## src/rtl/eirq_pkg.sv

```systemverilog
package eirq_pkg;

    typedef enum logic [1:0] {
        SENSE_LOW  = 2'b00,
        SENSE_FALL = 2'b01,
        SENSE_RISE = 2'b10,
        SENSE_BOTH = 2'b11
    } sense_e;

    typedef struct packed {
        logic prev;
        logic flag;
        logic armed;
    } chan_st_t;

endpackage

```

## src/rtl/eirq_sync.sv

```systemverilog
module eirq_sync #(
    parameter int               WIDTH   = 8,
    parameter int               STAGES  = 2,
    parameter logic [WIDTH-1:0] RST_VAL = '1
) (
    input  logic             clk,
    input  logic             rst_n,
    input  logic [WIDTH-1:0] async_in,
    output logic [WIDTH-1:0] sync_out
);

    logic [WIDTH-1:0] stg_d [STAGES];
    logic [WIDTH-1:0] stg_q [STAGES];

    always_comb begin
        stg_d[0] = async_in;
        for (int i = 1; i < STAGES; i++) begin
            stg_d[i] = stg_q[i-1];
        end
    end

    always_ff @(posedge clk or negedge rst_n) begin
        if (!rst_n) begin
            for (int i = 0; i < STAGES; i++) stg_q[i] <= RST_VAL;
        end else begin
            for (int i = 0; i < STAGES; i++) stg_q[i] <= stg_d[i];
        end
    end

    assign sync_out = stg_q[STAGES-1];

endmodule

```

## src/rtl/eirq_chan.sv

```systemverilog
module eirq_chan
    import eirq_pkg::*;
(
    input  logic       clk,
    input  logic       rst_n,
    input  logic       standby,
    input  logic       pin_s,
    input  logic [1:0] sense,
    input  logic       rd_stb,
    input  logic       wr_stb,
    input  logic       wr_bit,
    input  logic       exc_ack,
    input  logic       xfer_ack,
    input  logic       xfer_keep,
    output logic       flag
);

    chan_st_t st_d, st_q;
    logic     set_hit;
    logic     exc_clr;
    logic     xfer_clr;
    logic     sw_clr;
    logic     fall_e;
    logic     rise_e;

    always_comb begin
        fall_e   = st_q.prev & ~pin_s;
        rise_e   = ~st_q.prev & pin_s;
        unique case (sense_e'(sense))
            SENSE_LOW:  set_hit = ~pin_s;
            SENSE_FALL: set_hit = fall_e;
            SENSE_RISE: set_hit = rise_e;
            default:    set_hit = fall_e | rise_e;
        endcase
        exc_clr  = exc_ack & ((sense != SENSE_LOW) | pin_s);
        xfer_clr = xfer_ack & ~xfer_keep;
        sw_clr   = wr_stb & ~wr_bit & st_q.armed;

        st_d.prev  = pin_s;
        st_d.flag  = set_hit | (st_q.flag & ~(exc_clr | xfer_clr | sw_clr));
        st_d.armed = wr_stb ? 1'b0 : (st_q.armed | (rd_stb & st_q.flag));
        if (standby) begin
            st_d.flag  = 1'b0;
            st_d.armed = 1'b0;
        end
    end

    always_ff @(posedge clk or negedge rst_n) begin
        if (!rst_n) begin
            st_q <= '{prev: 1'b1, flag: 1'b0, armed: 1'b0};
        end else begin
            st_q <= st_d;
        end
    end

    assign flag = st_q.flag;

    // standby forces the flag low on the next cycle
    a_r1_standby_zero: assert property (@(posedge clk) disable iff (!rst_n)
        standby |=> !flag);

    // a set condition always leaves the flag set
    a_r11_set_wins: assert property (@(posedge clk) disable iff (!rst_n)
        (set_hit && !standby) |=> flag);

    // writing 1 with no hardware clear keeps a set flag
    a_r6_write_one_keeps: assert property (@(posedge clk) disable iff (!rst_n)
        (wr_stb && wr_bit && flag && !exc_ack && !xfer_clr && !standby) |=> flag);

    // a write to an unarmed flag cannot clear it
    a_r7_unarmed_holds: assert property (@(posedge clk) disable iff (!rst_n)
        (wr_stb && !st_q.armed && flag && !exc_ack && !xfer_clr && !standby) |=> flag);

    // in low-level mode an acknowledge while the line is low keeps the flag
    a_r9_low_ack_holds: assert property (@(posedge clk) disable iff (!rst_n)
        (exc_ack && sense == SENSE_LOW && !pin_s && !standby) |=> flag);

endmodule

```

## src/rtl/eirq_flag_ctrl.sv

```systemverilog
module eirq_flag_ctrl #(
    parameter int N_LINES     = 8,
    parameter int SYNC_STAGES = 2
) (
    input  logic                   clk,
    input  logic                   rst_n,
    input  logic                   standby,
    input  logic [N_LINES-1:0]     irq_pin,
    input  logic [2*N_LINES-1:0]   sense_cfg,
    input  logic                   bus_rd,
    input  logic                   bus_wr,
    input  logic [N_LINES-1:0]     bus_wdata,
    output logic [N_LINES-1:0]     bus_rdata,
    input  logic [N_LINES-1:0]     exc_ack,
    input  logic [N_LINES-1:0]     xfer_ack,
    input  logic [N_LINES-1:0]     xfer_keep,
    input  logic [N_LINES-1:0]     req_en,
    output logic [N_LINES-1:0]     req_out
);

    logic [N_LINES-1:0] pin_s;
    logic [N_LINES-1:0] flags;

    eirq_sync #(
        .WIDTH   (N_LINES),
        .STAGES  (SYNC_STAGES),
        .RST_VAL ({N_LINES{1'b1}})
    ) u_sync (
        .clk      (clk),
        .rst_n    (rst_n),
        .async_in (irq_pin),
        .sync_out (pin_s)
    );

    for (genvar n = 0; n < N_LINES; n++) begin : g_chan
        eirq_chan u_chan (
            .clk       (clk),
            .rst_n     (rst_n),
            .standby   (standby),
            .pin_s     (pin_s[n]),
            .sense     (sense_cfg[2*n +: 2]),
            .rd_stb    (bus_rd),
            .wr_stb    (bus_wr),
            .wr_bit    (bus_wdata[n]),
            .exc_ack   (exc_ack[n]),
            .xfer_ack  (xfer_ack[n]),
            .xfer_keep (xfer_keep[n]),
            .flag      (flags[n])
        );
    end

    assign bus_rdata = flags;
    assign req_out   = flags & req_en;

    // a disabled line never requests
    a_r12_masked_quiet: assert property (@(posedge clk) disable iff (!rst_n)
        (req_out & ~req_en) == '0);

endmodule

```

## config.mk

```make
export PLATFORM = sky130hd
export DESIGN_NAME = eirq_flag_ctrl
export DESIGN_NICKNAME = d
export VERILOG_FILES = /design/src/rtl/eirq_pkg.sv /design/src/rtl/eirq_sync.sv /design/src/rtl/eirq_chan.sv /design/src/rtl/eirq_flag_ctrl.sv
export SDC_FILE = /design/constraint.sdc
export NUM_CORES = 1
export LEC_CHECK = 0
export ABC_AREA = 1
export ABC_CLOCK_PERIOD_IN_PS = 1530
export BUFFER_PORTS_ARGS = -buffer_cell sky130_fd_sc_hd__buf_2
export CAP_MARGIN = 15
export CORE_ASPECT_RATIO = 0.5
export CORE_MARGIN = 8
export CORE_UTILIZATION = 49
export CTS_CLUSTER_DIAMETER = 150
export CTS_CLUSTER_SIZE = 8
export DETAILED_ROUTE_END_ITERATION = 8
export GPL_TIMING_DRIVEN = 0
export PLACE_DENSITY = 0.79
export SLEW_MARGIN = 10
export SYNTH_ARGS = -nofsm -noshare
export SYNTH_HDL_FRONTEND = slang
export SYNTH_SLANG_ARGS = --single-unit
```

## constraint.sdc

```tcl
create_clock -name clk -period 1.53 [get_ports clk]
set_input_delay 0.153 -clock clk [delete_from_list [all_inputs] [get_ports clk]]
set_output_delay 0.153 -clock clk [all_outputs]
set_load 0.05 [all_outputs]
```

Word level (Yosys, flattened, before mapping)
Index checks and enable logic that the tools add are counted.

cells by class
  equal/unequal tests = 16
  mux-type cells = 24
  bitwise logic cells = 153
  reduce and logical (&&, ||, !) cells = 16

operators by type and width
  operator            number
  $and 1x1->1         64
  $or 1x1->1          48
  $not 1->1           40
  $pmux 1 s3          8
  $eq 2x1->1 const B  8
  $eq 2x2->1 const B  8
  $logic_not 2->1     8
  $mux 2              8
  $reduce_bool 2->1   8
  $and 8x8->8         1
  $mux 1              8

word-level totals
  register bits = 40
  bits of input ports = 69
  output and inout bits = 16
  logic and storage cells = 235

Logic depth before layout (Yosys ltp)
  depth in word-level cells = 9
  gate-level depth with buffers = 7
  mapped depth without buffers = 7

Modules after synthesis
Synthesis repeated with hierarchy kept, for this count alone.

unflattened totals
  cell total of the unflattened synthesis = 272
  area total of the unflattened synthesis = 2,232.1 um2

by module, submodules not included
  module          times used  cells an instance  area an instance (um2)  seq. area each (um2)
  eirq_chan       8           30                 219.0                   76.3
  eirq_sync       1           16                 420.4                   420.4
  eirq_flag_ctrl  1           16                 60.1                    0.0

Least setup slack after synthesis
OpenSTA, ideal clock, no wires.

  path kind = reg2reg
  start point = reg g_chan[0].u_chan.st_q[2] in the netlist's numbering
  end point = reg g_chan[0].u_chan.st_q, in the netlist g_chan[0].u_chan.flag
  setup time = 0.073 ns
  data arrival time = 1.109 ns
  required time = 1.457 ns
  slack = 0.348 ns
  cell stages (with the launch flop) = 8
  path buffers = 0
  clock period less this slack = 1.182 ns
  path through = dfstp_2 > inv_1 > ha_1 > inv_1 > nand2_1 > nand3_1 > nand2_1 > a21oi_2

RTL lines
  item                    line             source
  start, declared         eirq_chan.sv:18  chan_st_t st_d, st_q;
  start signal, assigned  eirq_chan.sv:50  st_q <= '{prev: 1'b1, flag: 1'b0, armed: 1'b0};
  start signal, assigned  eirq_chan.sv:52  st_q <= st_d;

==> run_results.csv <==
group,metric,value,unit
outcome,status,"finished, violations left",
outcome,violations,"negative hold slack",
grt,track_usage,13.91,%
grt,grt_max_degree,41,
critical_path,worst_ep_required_time,1.74,ns
synth,synthCells,268,
placement,port_buffers,82,
timing,drv_slew,0,
grt,antenna_found_initial,0,
route,drt_iter0_markers,37,
cts,cts_buffers,5,
synth,synthTopCellsByArea,"dfstp_2 27%, dfrtp_1 17%, inv_1 12%",
timing,clock_skew,0.002985,ns
layout,drive_gt1_share,44.81,%
layout,final_cell_mix,"82 x buf_2, 73 x inv_1, 63 x nand2_1",
grt,overflow,0,
pwr,p_leak,0.001769,uW
route,viasPerCell,4.388,
cts,cts_tree,"done",
critical_path,cp-end-kind,"flop",
layout,final-seq-area,1031,sq um
grt,grt_pass1_wl,8300,microns
cts,clock_path_buffers,2,
placement,dp_slack,0.2571,ns
timing,post-route-period-util,83.95,%
floorplan,core-area,4467,sq um
placement,place_inst,407,
cts,cts-root-buf,"clkbuf_8",
timing,fin_setup_tns,0,ns
grt,grt_pass1_vias,1981,
layout,final_common_cell,"buf_2",
route,drt-total-wl,4891,microns
cts,worstSkewPairLatency,0.28,ns
route,wire_per_inst,11.56,microns
pwr,power_density,794.8,nW/um^2
route,drt_first_pass_iters,4,
route,num_vias,1856,
placement,place_congestion,0.6763,
timing,post-route-min-period,1.284,ns
timing,setup_slack,0.2456,ns
synth,synth_area_per_cell,8.623,sq um
cts,clkTransAtPathRegs,0.07,ns
synth,synth.net_count,353,
critical_path,crit_type,"reg2reg",
timing,slew_headroom,43.24,%
layout,fillers,380,
pwr,peakVddDrop,0.0005776,V
timing,fmax,778.6,MHz
floorplan,io_pins,85,
timing,timing.hold.ws,-0.01219,ns
layout,nNetsFinal,450,
cts,h-tree-depth,2,
floorplan,die_x,113.1,microns
synth,yosysTopAreaCellShare,27.29,%
floorplan,initial_core_util,51.74,%
floorplan,die_h,64.56,microns
cts,post-cts-setup-buffers,0,
layout,final_util,66.13,%
synth,syn_area,2311,sq um
route,drtAntennaViolNets,0,
timing,setup_violations,0,
critical_path,crit_arrival,1.50,ns
synth,synth_cell_types,15,
floorplan,die-area,7303,sq um
synth,yosys_warnings,0,
layout,antenna_cells,0,
timing,hold_viol_final,16,
floorplan,row_count,17,
synth,ys_seq_elements,40,
critical_path,start_kind,"flop",
layout,multi_input_area,897.1,sq um
hold_path,hold_class,"in2async",
timing,rsz0062_at_grt,"false",
synth,seq_area_frac_synth,44.61,%
placement,dp_hpwl,4025,microns
critical_path,crit_fanout,2,
layout,fin_cells,423,
route,drc_errors,0,
timing,tightest_slew,0.8513,ns
synth,yosys.area.top_type,"dfstp_2",
job,maxCapViolCount,0,
cts,cts_resized,0,
cts,cts_sinks,40,
layout,syn_to_final_growth,27.83,%
## kinds of logic after synthesis
logic type      count (synthesis)  share of synthesized area (%)
flops                          40                          44.61
compound gates                 16                          5.631
buf+inv                        91                          16.57
simple gates                  105                          24.53
fa+ha+maj                      16                          8.663
## through the flow
stage          power, uW  area (sq um)  hold WS [ns]
2_1_floorplan       1523          2311       -0.1426
4_1_cts             2387          2954       0.01086
3_3_place_gp        1688          2793        0.2586
5_1_grt             2494          2954       0.05028
3_5_place_dp        1713          2793        0.2596
6_report            2348          2954      -0.01219
## metal layers
layer / part of all wire (%) / GRT usage [%] / wire [microns] / vias up
met5: 0 / 0 / 0 / -
met4: 0.80 / 3.125 / 39 / 0
met3: 5.5 / 4.709 / 268 / 4
met2: 55 / 28.35 / 2680 / 33
met1: 39 / 13.37 / 1903 / 853
li1: - / - / - / 966
## report_power, final
part           leakage [uW]  switching (uW)  internal [uW]  total, uW
Combinational       0.00126             318            207        525
Clock             0.0000422             325            320        644
Sequential         0.000466            38.6           1140       1180
Total               0.00177             681           1670       2350
## critical path, stage by stage (launching register included)
cell and delay [ns]:
dfstp_2 0.54, inv_1 0.04, ha_1 0.27, inv_1 0.07
nand2_1 0.05, nand3_1 0.09, nand2_1 0.07, a21oi_2 0.10
## synth_stat cells
cell type,instances
nand2_2,1
nand3_2,16
nor2_8,2
dfrtp_1,16
nand3_1,16
buf_6,1
inv_1,73
inv_2,8
o21bai_1,8
a21oi_2,8
buf_4,9
nor2_2,7
dfstp_2,24
nand2_1,63
ha_1,16
## area by class of cell
cell class                 count  share of cell area, %
tap                           57                  2.414
clock buffer                   7                  2.584
sequential                    40                  34.90
clock inverter                 1                 0.1694
buffer                        10                  2.668
multi-input combinational    137                  30.37
timing repair buffer          90                  16.60
inverter                      81                  10.29
## state kept, by name (all words and copies together) (netlist names)
register / flops
g_chan.u_chan.flag: 8
u_sync.sync_out: 8
g_chan.u_chan.st_q: 16
u_sync.stg_d: 8
## timing repair
action                                  4_1_cts  5_1_grt
endpoints found under the hold margin         8        0
hold buffers                                  8        0
endpoints found under the setup margin        0        0
## path summary, 6_finish.rpt
| check | from | depth (start not counted) | slack, ns | end |
|---|---|---|---|---|
| worst max-delay path | g_chan[2].u_chan.st_q[2]$_DFF_PN1_ | 7 | 0.25 | g_chan[2].u_chan.flag$_DFF_PN0_ |
| worst min-delay path | rst_n | 1 | -0.01 | g_chan[4].u_chan.flag$_DFF_PN0_ |
| worst max register to register | g_chan[2].u_chan.st_q[2]$_DFF_PN1_ | 7 | 0.25 | g_chan[2].u_chan.flag$_DFF_PN0_ |
| worst min register to register | u_sync.stg_d[3]$_DFF_PN1_ | 0 | 0.36 | u_sync.sync_out[3]$_DFF_PN1_ |
| max in group asynchronous | rst_n | 1 | 1.02 | g_chan[7].u_chan.flag$_DFF_PN0_ |
| min in group clk | exc_ack[2] | 4 | 0.14 | g_chan[2].u_chan.flag$_DFF_PN0_ |
No activity file was read; power rests on OpenSTA's default activity.
